File: config.mk
export PLATFORM = sky130hd
export DESIGN_NAME = i2c_regmap_target
export DESIGN_NICKNAME = d
export VERILOG_FILES = /design/src/rtl/i2c_tgt_pkg.sv /design/src/rtl/i2c_line_cond.sv /design/src/rtl/i2c_reg_bank.sv /design/src/rtl/i2c_target_ctrl.sv /design/src/rtl/i2c_regmap_target.sv
export SDC_FILE = /design/constraint.sdc
export NUM_CORES = 1
export LEC_CHECK = 0
export BUFFER_PORTS_ARGS = -buffer_cell sky130_fd_sc_hd__buf_2
export CORE_MARGIN = 2
export CORE_UTILIZATION = 50
export DETAILED_ROUTE_END_ITERATION = 10
export GPL_ROUTABILITY_DRIVEN = 0
export GPL_TIMING_DRIVEN = 0
export PLACE_DENSITY_LB_ADDON = 0.12
export SLEW_MARGIN = 5
export SYNTH_ARGS = -nofsm -noshare
export SYNTH_HDL_FRONTEND = slang
export SYNTH_SLANG_ARGS = --single-unit
File: constraint.sdc
create_clock -name clk -period 2.9 [get_ports clk]
set_input_delay 0.87 -clock clk [delete_from_list [all_inputs] [get_ports clk]]
set_output_delay 0.87 -clock clk [all_outputs]
set_load 0.01 [all_outputs]
File: src/rtl/i2c_tgt_pkg.sv
package i2c_tgt_pkg;

    typedef enum logic [2:0] {
        ST_IDLE,
        ST_ADDR,
        ST_ADDR_ACK,
        ST_WR_BYTE,
        ST_WR_ACK,
        ST_RD_BYTE,
        ST_RD_ACK,
        ST_IGNORE
    } tgt_state_e;

    localparam int BYTE_W   = 8;
    localparam int BIT_CW   = 4;

endpackage

File: src/rtl/i2c_line_cond.sv
module i2c_line_cond #(
    parameter int STAGES = 2
) (
    input  logic clk,
    input  logic rst_n,
    input  logic scl_i,
    input  logic sda_i,
    output logic sda_lvl,
    output logic scl_rise,
    output logic scl_fall,
    output logic start_det,
    output logic stop_det
);

    typedef struct packed {
        logic [STAGES-1:0] scl_sh;
        logic [STAGES-1:0] sda_sh;
        logic              scl_prev;
        logic              sda_prev;
    } cond_t;

    cond_t q, d;
    logic  scl_s, sda_s;

    assign scl_s = q.scl_sh[STAGES-1];
    assign sda_s = q.sda_sh[STAGES-1];

    always_comb begin
        d          = q;
        d.scl_sh   = (q.scl_sh << 1) | STAGES'(scl_i);
        d.sda_sh   = (q.sda_sh << 1) | STAGES'(sda_i);
        d.scl_prev = scl_s;
        d.sda_prev = sda_s;
    end

    always_ff @(posedge clk or negedge rst_n) begin
        if (!rst_n) begin
            q.scl_sh   <= '1;
            q.sda_sh   <= '1;
            q.scl_prev <= 1'b1;
            q.sda_prev <= 1'b1;
        end else begin
            q <= d;
        end
    end

    // Edges and bus conditions taken from the settled levels
    assign sda_lvl   = sda_s;
    assign scl_rise  = scl_s & ~q.scl_prev;
    assign scl_fall  = ~scl_s & q.scl_prev;
    assign start_det = scl_s & q.scl_prev & q.sda_prev & ~sda_s;
    assign stop_det  = scl_s & q.scl_prev & ~q.sda_prev & sda_s;

endmodule

File: src/rtl/i2c_reg_bank.sv
module i2c_reg_bank #(
    parameter int DEPTH = 64,
    parameter int PTR_W = $clog2(DEPTH)
) (
    input  logic             clk,
    input  logic             rst_n,
    input  logic             we,
    input  logic [PTR_W-1:0] addr,
    input  logic [7:0]       wdata,
    output logic [7:0]       rdata
);

    logic [7:0] mem_q [DEPTH];
    logic [7:0] mem_d [DEPTH];

    always_comb begin
        mem_d = mem_q;
        if (we) begin
            mem_d[addr] = wdata;
        end
    end

    always_ff @(posedge clk or negedge rst_n) begin
        if (!rst_n) begin
            for (int i = 0; i < DEPTH; i++) begin
                mem_q[i] <= '0;
            end
        end else begin
            mem_q <= mem_d;
        end
    end

    assign rdata = mem_q[addr];

endmodule

File: src/rtl/i2c_target_ctrl.sv
module i2c_target_ctrl
    import i2c_tgt_pkg::*;
#(
    parameter logic [6:0] DEV_ADDR = 7'h68,
    parameter int         DEPTH    = 64,
    parameter int         PTR_W    = $clog2(DEPTH)
) (
    input  logic             clk,
    input  logic             rst_n,
    input  logic             scl_rise,
    input  logic             scl_fall,
    input  logic             start_det,
    input  logic             stop_det,
    input  logic             sda_lvl,
    input  logic [7:0]       rdata,
    output logic             sda_oe,
    output logic             mem_we,
    output logic [7:0]       mem_wdata,
    output logic [PTR_W-1:0] ptr
);

    localparam logic [PTR_W-1:0] LAST_IDX = PTR_W'(DEPTH - 1);
    localparam logic [BIT_CW-1:0] FULL_CNT = BIT_CW'(BYTE_W);

    typedef struct packed {
        tgt_state_e        st;
        logic [7:0]        sh;
        logic [BIT_CW-1:0] cnt;
        logic              rnw;
        logic              ptr_pending;
        logic              host_ack;
        logic [PTR_W-1:0]  ptr;
        logic              oe;
    } ctrl_t;

    ctrl_t q, d;

    function automatic logic [PTR_W-1:0] step_ptr(input logic [PTR_W-1:0] p);
        return (p == LAST_IDX) ? '0 : p + 1'b1;
    endfunction

    function automatic logic [PTR_W-1:0] load_ptr(input logic [7:0] b);
        return (32'(b) < DEPTH) ? PTR_W'(b) : '0;
    endfunction

    always_comb begin
        d         = q;
        mem_we    = 1'b0;
        mem_wdata = q.sh;

        if (stop_det) begin
            d.st = ST_IDLE;
            d.oe = 1'b0;
        end else if (start_det) begin
            d.st  = ST_ADDR;
            d.cnt = '0;
            d.oe  = 1'b0;
        end else begin
            unique case (q.st)
                ST_ADDR: begin
                    if (scl_rise) begin
                        d.sh  = {q.sh[6:0], sda_lvl};
                        d.cnt = q.cnt + 1'b1;
                    end else if (scl_fall && q.cnt == FULL_CNT) begin
                        if (q.sh[7:1] == DEV_ADDR) begin
                            d.oe  = 1'b1;
                            d.rnw = q.sh[0];
                            d.st  = ST_ADDR_ACK;
                        end else begin
                            d.st = ST_IGNORE;
                        end
                    end
                end
                ST_ADDR_ACK: begin
                    if (scl_fall) begin
                        d.cnt = '0;
                        if (q.rnw) begin
                            d.sh = rdata;
                            d.oe = ~rdata[7];
                            d.st = ST_RD_BYTE;
                        end else begin
                            d.oe          = 1'b0;
                            d.ptr_pending = 1'b1;
                            d.st          = ST_WR_BYTE;
                        end
                    end
                end
                ST_WR_BYTE: begin
                    if (scl_rise) begin
                        d.sh  = {q.sh[6:0], sda_lvl};
                        d.cnt = q.cnt + 1'b1;
                    end else if (scl_fall && q.cnt == FULL_CNT) begin
                        d.oe = 1'b1;
                        d.st = ST_WR_ACK;
                        if (q.ptr_pending) begin
                            d.ptr         = load_ptr(q.sh);
                            d.ptr_pending = 1'b0;
                        end else begin
                            mem_we = 1'b1;
                            d.ptr  = step_ptr(q.ptr);
                        end
                    end
                end
                ST_WR_ACK: begin
                    if (scl_fall) begin
                        d.oe  = 1'b0;
                        d.cnt = '0;
                        d.st  = ST_WR_BYTE;
                    end
                end
                ST_RD_BYTE: begin
                    if (scl_rise) begin
                        d.cnt = q.cnt + 1'b1;
                    end else if (scl_fall) begin
                        if (q.cnt == FULL_CNT) begin
                            d.oe  = 1'b0;
                            d.ptr = step_ptr(q.ptr);
                            d.st  = ST_RD_ACK;
                        end else begin
                            d.sh = {q.sh[6:0], 1'b0};
                            d.oe = ~q.sh[6];
                        end
                    end
                end
                ST_RD_ACK: begin
                    if (scl_rise) begin
                        d.host_ack = ~sda_lvl;
                    end else if (scl_fall) begin
                        if (q.host_ack) begin
                            d.sh  = rdata;
                            d.oe  = ~rdata[7];
                            d.cnt = '0;
                            d.st  = ST_RD_BYTE;
                        end else begin
                            d.st = ST_IGNORE;
                        end
                    end
                end
                default: begin
                    d.oe = 1'b0;
                end
            endcase
        end
    end

    always_ff @(posedge clk or negedge rst_n) begin
        if (!rst_n) begin
            q.st          <= ST_IDLE;
            q.sh          <= '0;
            q.cnt         <= '0;
            q.rnw         <= 1'b0;
            q.ptr_pending <= 1'b0;
            q.host_ack    <= 1'b0;
            q.ptr         <= '0;
            q.oe          <= 1'b0;
        end else begin
            q <= d;
        end
    end

    assign sda_oe = q.oe;
    assign ptr    = q.ptr;

endmodule

File: src/rtl/i2c_regmap_target.sv
module i2c_regmap_target #(
    parameter logic [6:0] DEV_ADDR    = 7'h68,
    parameter int         CAL_REGS    = 8,
    parameter int         RAM_BYTES   = 56,
    parameter int         SYNC_STAGES = 2
) (
    input  logic clk,
    input  logic rst_n,
    input  logic scl_i,
    input  logic sda_i,
    output logic sda_oe
);

    localparam int DEPTH = CAL_REGS + RAM_BYTES;
    localparam int PTR_W = $clog2(DEPTH);

    logic             sda_lvl;
    logic             scl_rise;
    logic             scl_fall;
    logic             start_det;
    logic             stop_det;
    logic             mem_we;
    logic [7:0]       mem_wdata;
    logic [7:0]       rdata;
    logic [PTR_W-1:0] ptr;

    i2c_line_cond #(
        .STAGES (SYNC_STAGES)
    ) u_cond (
        .clk       (clk),
        .rst_n     (rst_n),
        .scl_i     (scl_i),
        .sda_i     (sda_i),
        .sda_lvl   (sda_lvl),
        .scl_rise  (scl_rise),
        .scl_fall  (scl_fall),
        .start_det (start_det),
        .stop_det  (stop_det)
    );

    i2c_target_ctrl #(
        .DEV_ADDR (DEV_ADDR),
        .DEPTH    (DEPTH),
        .PTR_W    (PTR_W)
    ) u_ctrl (
        .clk       (clk),
        .rst_n     (rst_n),
        .scl_rise  (scl_rise),
        .scl_fall  (scl_fall),
        .start_det (start_det),
        .stop_det  (stop_det),
        .sda_lvl   (sda_lvl),
        .rdata     (rdata),
        .sda_oe    (sda_oe),
        .mem_we    (mem_we),
        .mem_wdata (mem_wdata),
        .ptr       (ptr)
    );

    i2c_reg_bank #(
        .DEPTH (DEPTH),
        .PTR_W (PTR_W)
    ) u_bank (
        .clk   (clk),
        .rst_n (rst_n),
        .we    (mem_we),
        .addr  (ptr),
        .wdata (mem_wdata),
        .rdata (rdata)
    );

endmodule

-- Yosys cells after proc, flatten, opt, wreduce, memory -nomap -nowiden
Index checks and enable logic that the tools add are counted.
- bits in registers: 543
- bits in latches: 0
- RAM bits: 0
- memory bits (read-only): 0
- logic and storage cells: 223
- memories kept: 0
- add/subtract/negate cells: 2
- multipliers: 0
- div/mod/pow operators: 0
- $lt $le $gt $ge: 3
- equality and inequality tests: 42
- shift operators: 0
- multiplexer cells: 65
- bitwise logic cells: 19
- reductions and logical operators: 16
- operator list (kind ; count):
    $bwmux 512 ; 1
    $bmux 8 s6 ; 1
    $demux 8 s6 ; 1
    $mux 15 ; 3
    $mux 8 ; 5
    $ne 4x3->1 const B ; 9
    $reduce_and 12->1 ; 3
    $pmux 8 s4 ; 1
    $mux 3 ; 10
    $mux 7 ; 4
    $mux 12 ; 2
    $mux 6 ; 4
    $mux 1 ; 22
    $mux 11 ; 2
    $pmux 4 s5 ; 1
    $pmux 3 s6 ; 1
    $ne 2x1->1 const B ; 8
    $ne 4x4->1 const B ; 4
    $mux 4 ; 3
    $ne 3x2->1 const B ; 4
    $pmux 6 s2 ; 1
    $ne 2x2->1 const B ; 5
    $eq 3x3->1 const B ; 3
    $not 1->1 ; 9
    other kinds (29) ; 40

-- Depth between registers and ports, before layout
- word-level depth: 11
- depth in mapped cells: 11
- depth with buffers taken out: 8

-- Modules after synthesis
A second synthesis with hierarchy kept.
- cell total of the unflattened synthesis: 1956
- area total of the unflattened synthesis: 25627.1 sq um
- modules (own cells, without submodules) (module ; instances ; cells an instance ; area an instance (sq um)):
    i2c_reg_bank ; 1 ; 1744 ; 23630.2
    i2c_target_ctrl ; 1 ; 202 ; 1806.7
    i2c_line_cond ; 1 ; 10 ; 190.2

-- Least setup slack after synthesis
Ideal clock, no wire load.
- path type: register to register
- start point: register u_ctrl.q[10] (netlist bit)
- end point: register u_bank.mem_q[10] (netlist bit)
- library setup time: 125 ps
- arrival time: 2662 ps
- data required time: 2775 ps
- path slack: 113 ps
- cell stages (with the launch flop): 9
- buffers on the path: 0
- period minus slack after synthesis: 2787 ps
- cell sequence: dfrtp_1 > inv_1 > ha_1 > nand3b_1 > or3_1 > nor3_1 > nand3_1 > nor2_1 > mux2_2
- longest elaborated chain between the ends: 7
- RTL lines (element ; line ; RTL):
    start, declared ; i2c_target_ctrl.sv:36 ; ctrl_t q, d;
    $eq 4x4->1 ; i2c_target_ctrl.sv:92 ; end else if (scl_fall && q.cnt == FULL_CNT) begin
    $logic_and 1x1->1 ; i2c_target_ctrl.sv:92 ;
    $mux 1 ; i2c_target_ctrl.sv:92 ;
    $mux 1 ; i2c_target_ctrl.sv:89 ; if (scl_rise) begin
    $mux 1 ; i2c_target_ctrl.sv:59 ; unique case (q.st)
    $mux 1 ; i2c_target_ctrl.sv:54 ; end else if (start_det) begin
    $mux 1 ; i2c_target_ctrl.sv:51 ; if (stop_det) begin
    end signal, assigned ; i2c_reg_bank.sv:29 ; mem_q <= mem_d;
    end, declared ; i2c_reg_bank.sv:13 ; logic [7:0] mem_q [DEPTH];
Every way passes these cells.
A chain may end at the register's enable or synchronous reset.

-- Final worst setup path
- start point: register, netlist name u_ctrl.ptr[0]
- end point: register u_ctrl.q, in the netlist u_ctrl.mem_wdata[6]
- longest elaborated chain between the ends: 8
- RTL lines (element ; line ; RTL):
    $not 6->7 (implied by the code) (*) ; i2c_reg_bank.sv:33 ; assign rdata = mem_q[addr];
    $bmux 8 s6 (*) ; i2c_reg_bank.sv:33 ;
    $mux 8 (implied by the code) (*) (2 in a row) ; i2c_reg_bank.sv:33 ;
    $mux 12 ; i2c_target_ctrl.sv:129 ; if (q.host_ack) begin
    $mux 15 ; i2c_target_ctrl.sv:128 ; end else if (scl_fall) begin
    $mux 15 ; i2c_target_ctrl.sv:126 ; if (scl_rise) begin
    $pmux 8 s4 (*) ; i2c_target_ctrl.sv:59 ;
Mark *: on every way between the ends. The rest lies on a longest branch, timed or not. The select of a mux whose other input is x is not followed.

==> results.txt <==
----------------------------------------------------
[Cells and area]
  FILL cells ... 3926
  Fraction of layout cells with a size suffix above 1 ... 46.76%
  Multi-input combinational cell area ... 11620 sq um
  Fin util ... 60.02%
  Area grow syn2layout ... 19.36%
  Post-layout net count ... 1965
  Final standard cell area without fillers ... 29930 sq um
  Final cell count without fillers ... 2682
  FF/Latch Area ... 13600 sq um

[Run status]
  Run status ... finished, violations left
  Failing checks ... negative setup slack

[Synthesis]
  Summed instance area of the synthesized netlist ... 25080 sq um
  Most frequent cell after synthesis ... sky130_fd_sc_hd__dfrtp_1
  Mean instance size in the synthesized netlist ... 13.58 sq um
  Count of mapped cells out of synthesis ... 1847
  Synth Register Bits ... 543
  Synth async-reset ratio ... 100.0%
  Post-synth top cells ... sky130_fd_sc_hd__dfrtp_1, sky130_fd_sc_hd__mux2_2, sky130_fd_sc_hd__clkbuf_1
  Post-synthesis sequential area ratio ... 54.22%
  Dominant cells by area after synthesis ... sky130_fd_sc_hd__dfrtp_1, sky130_fd_sc_hd__mux2_2, sky130_fd_sc_hd__mux4_2
  Synth Warn # ... 0
  Most frequently used flop master after synthesis ... sky130_fd_sc_hd__dfrtp_1
  Nets in the synthesized netlist ... 1854
  Cell taking the most area after synthesis ... sky130_fd_sc_hd__dfrtp_1
  Share of Yosys cell area claimed by the top area cell type ... 53.59%
  Library cells used by synthesis ... 60
  Number of flops mapped to enable cells by yosys ... 0

[Global routing]
  Number of global-route vias before repair ... 18610
  GR Util All Layers ... 37.23%
  Initial antenna violation count ... 7
  Overflow left after global routing ... 0
  Maximum number of pins on one net before global-route repair ... 112
  Wire length of the first global-routing pass ... 137.3 mm

[Setup path]
  Worst endpoint required time ... 3.44 ns
  Number of buffers and inverters on the critical path ... 2
  CP max stage delay ... 0.60 ns
  Critical Path Slowest Stage Cell ... sky130_fd_sc_hd__and2_1
  Critical path, cell by cell ... buf_8 > and2_1 > clkbuf_2 > nand2_1 > o21ai_0 > a21oi_1 > o221a_2 > a31oi_1
  Top delay family on crit path ... compound AO/OA/AOI/OAI gates
  Critical path arrival ... 3.53 ns
  Crit path kind ... register to register
  Critical Path Source Type ... register
  Max FO, Critical Path ... 10
  Crit path capture type ... register

[Placed design]
  Hpwl dp ... 63.61 mm
  Cells after DPL ... 2528
  Total placed instance area ... 26090 sq um
  Port Buf Inserts ... 4

[Clocking]
  TritonCTS clock tree ... built
  Clk Latency, worst-skew pair ... 0.65 ns
  Clock transition time at the flip-flop clock pins of the worst setup and hold paths ... 0.07 ns
  Total number of clock tree sinks ... 543
  Number of clock buffers inserted by TritonCTS ... 58
  Max Buffers Root-to-Sink ... 3
  H-tree level count ... 2
  Root buf cell ... sky130_fd_sc_hd__clkbuf_16

[Power]
  Static Leakage ... 0.01389 uW
  Highest ir drop seen on vdd ... 0.6080 mV
  Power per standard cell area ... 644.4 nW/um^2

[Flow run]
  Reported max-cap violation count ... 0

[Route]
  Number of search-and-repair iterations in the first detailed-routing pass ... 8
  Number of vias after detailed routing ... 18510
  Drt initial violations ... 2716
  Post-Route WL ... 96.52 mm
  DR DRC count ... 0
  Via density per instance ... 6.902
  Number of nets still failing antenna checks after routing ... 0
  Routed length per placed instance ... 35.99 um

[Timing]
  Worst clock skew ... 0.01938 ns
  Tmin final ... 2.989 ns
  Final setup violation count ... 7
  Final WS setup ... -0.08854 ns
  Peak clock frequency supported by timing ... 0.3346 GHz
  Final slew viol count ... 0
  Unrepaired setup endpoints after global routing ... true
  Worst slew margin relative to its limit ... 17.02%
  Hold Violations, Final ... 0
  Worst Tran Pin Value ... 1.245 ns
  Final period util ... 103.1%

[Floorplan]
  Horizontal die dimension ... 227.9 um
  Std-Cell Rows ... 82
  Y dimension of the die ... 227.9 um
  IO Count ... 5
  Initial Utilization ... 50.29%
  Area of the die ... 51960 sq um
  Area inside the core boundary ... 49860 sq um

[Worst hold path]
  Min-Delay Path Class ... input pin to asynchronous set/reset pin

----------------------------------------------------
cell families after synthesis:
family,after synthesis,share of synthesized area [%]
compound gates,258,7.340
xor+xnor,1,0.03493
fa+ha+maj,3,0.1497
buf+inv,150,2.290
flops,543,54.22
mux,647,31.34
simple gates,245,4.626
area by class of cell:
cell class | instances | area share (%)
timing repair buffer | 57 | 2.726
sequential | 543 | 45.43
antenna | 4 | 0.03344
clock buffer | 77 | 5.661
multi-input combinational | 1154 | 38.84
tap | 672 | 2.809
buffer | 132 | 3.094
clock inverter | 31 | 1.254
inverter | 12 | 0.1505
state kept, by name, summed over array words and instances (netlist names):
signal	flops
u_ctrl.sda_oe	1
u_ctrl.q	10
u_ctrl.mem_wdata	8
u_bank.mem_q	512
u_cond.d	1
u_cond.sda_lvl	1
u_cond.q	4
u_ctrl.ptr	6
power by group:
group | switching [uW] | internal, uW | leakage, uW
Clock | 3300 | 4730 | 0.00102
Combinational | 2890 | 520 | 0.00533
Sequential | 154 | 7690 | 0.00754
Total | 6340 | 12900 | 0.0139
stage by stage:
stage / power (uW) / hold slack (ns) / setup WS (ns) / setup TNS (ns)
global placement: 11070 / 0.3460 / -10.04 / -6370.40
finish: 19290 / 0.2642 / -0.08854 / -0.3029
CTS: 19090 / 0.3180 / 0.00006573 / 0
detailed placement: 11130 / 0.3478 / -2.491 / -992.31
global route: 19650 / 0.3272 / -0.03962 / -0.5057
floorplan: 9180 / 0.3452 / 0.1134 / 0
layer usage:
metal  routed length, um  share of wire [%]  global-route usage (%)  vias to the layer above
met3               11320                 12                   12.94                      397
met4                6888                7.1                   21.10                        2
met1               37710                 39                   49.77                     9685
li1                    -                  -                       -                     7171
met5                   9             0.0093                       0                        -
met2               40590                 42                   52.95                     1255
timing repair:
action                                  CTS  global route
hold endpoints to repair                  0             0
endpoints found under the setup margin  526           410
pin swaps                                16            14
hold buffers                              0             0
resized for setup                       314            62
setup buffers                            32            16
worst paths after layout:
kind | end | cells past startpoint | from | slack [ns]
min reg2reg | u_cond.sda_lvl | 0 | u_cond.q[2] | 0.36
min | u_ctrl.q[10] | 1 | rst_n | 0.26
max reg2reg | u_ctrl.mem_wdata[6] | 8 | u_ctrl.ptr[0] | -0.09
max | u_ctrl.mem_wdata[6] | 8 | u_ctrl.ptr[0] | -0.09
max in group asynchronous | u_bank.mem_q[151] | 4 | rst_n | 0.82
min in group clk | u_cond.q[4] | 1 | scl_i | 0.32
cells in the final DEF, fill, tap and decap left out, types with 6 or more instances in the layout:
cell and instances:
sky130_fd_sc_hd__mux2_2 536, sky130_fd_sc_hd__dfrtp_1 535, sky130_fd_sc_hd__clkbuf_1 68, sky130_fd_sc_hd__clkbuf_16 60, sky130_fd_sc_hd__mux4_2 56, sky130_fd_sc_hd__a22oi_1 53, sky130_fd_sc_hd__nand2_1 45, sky130_fd_sc_hd__mux2i_1 45
sky130_fd_sc_hd__nor2_4 44, sky130_fd_sc_hd__o21ai_0 38, sky130_fd_sc_hd__a221oi_1 37, sky130_fd_sc_hd__nor2_1 34, sky130_fd_sc_hd__buf_4 29, sky130_fd_sc_hd__buf_12 28, sky130_fd_sc_hd__a21oi_1 28, sky130_fd_sc_hd__nand3_1 23
sky130_fd_sc_hd__clkbuf_2 21, sky130_fd_sc_hd__o22ai_1 21, sky130_fd_sc_hd__clkbuf_8 20, sky130_fd_sc_hd__clkinv_2 15, sky130_fd_sc_hd__inv_1 12, sky130_fd_sc_hd__nand2_2 12, sky130_fd_sc_hd__nand2_4 12, sky130_fd_sc_hd__a221o_1 12
sky130_fd_sc_hd__buf_6 9, sky130_fd_sc_hd__buf_8 9, sky130_fd_sc_hd__a31oi_1 9, sky130_fd_sc_hd__nor2b_1 8, sky130_fd_sc_hd__clkbuf_4 8, sky130_fd_sc_hd__buf_16 7, sky130_fd_sc_hd__and3_1 7, sky130_fd_sc_hd__mux2_1 7
sky130_fd_sc_hd__a211oi_1 7, sky130_fd_sc_hd__nor3_1 7, sky130_fd_sc_hd__bufinv_16 7, sky130_fd_sc_hd__dfstp_2 6
Note: power is estimated with default switching activity, not from simulation.
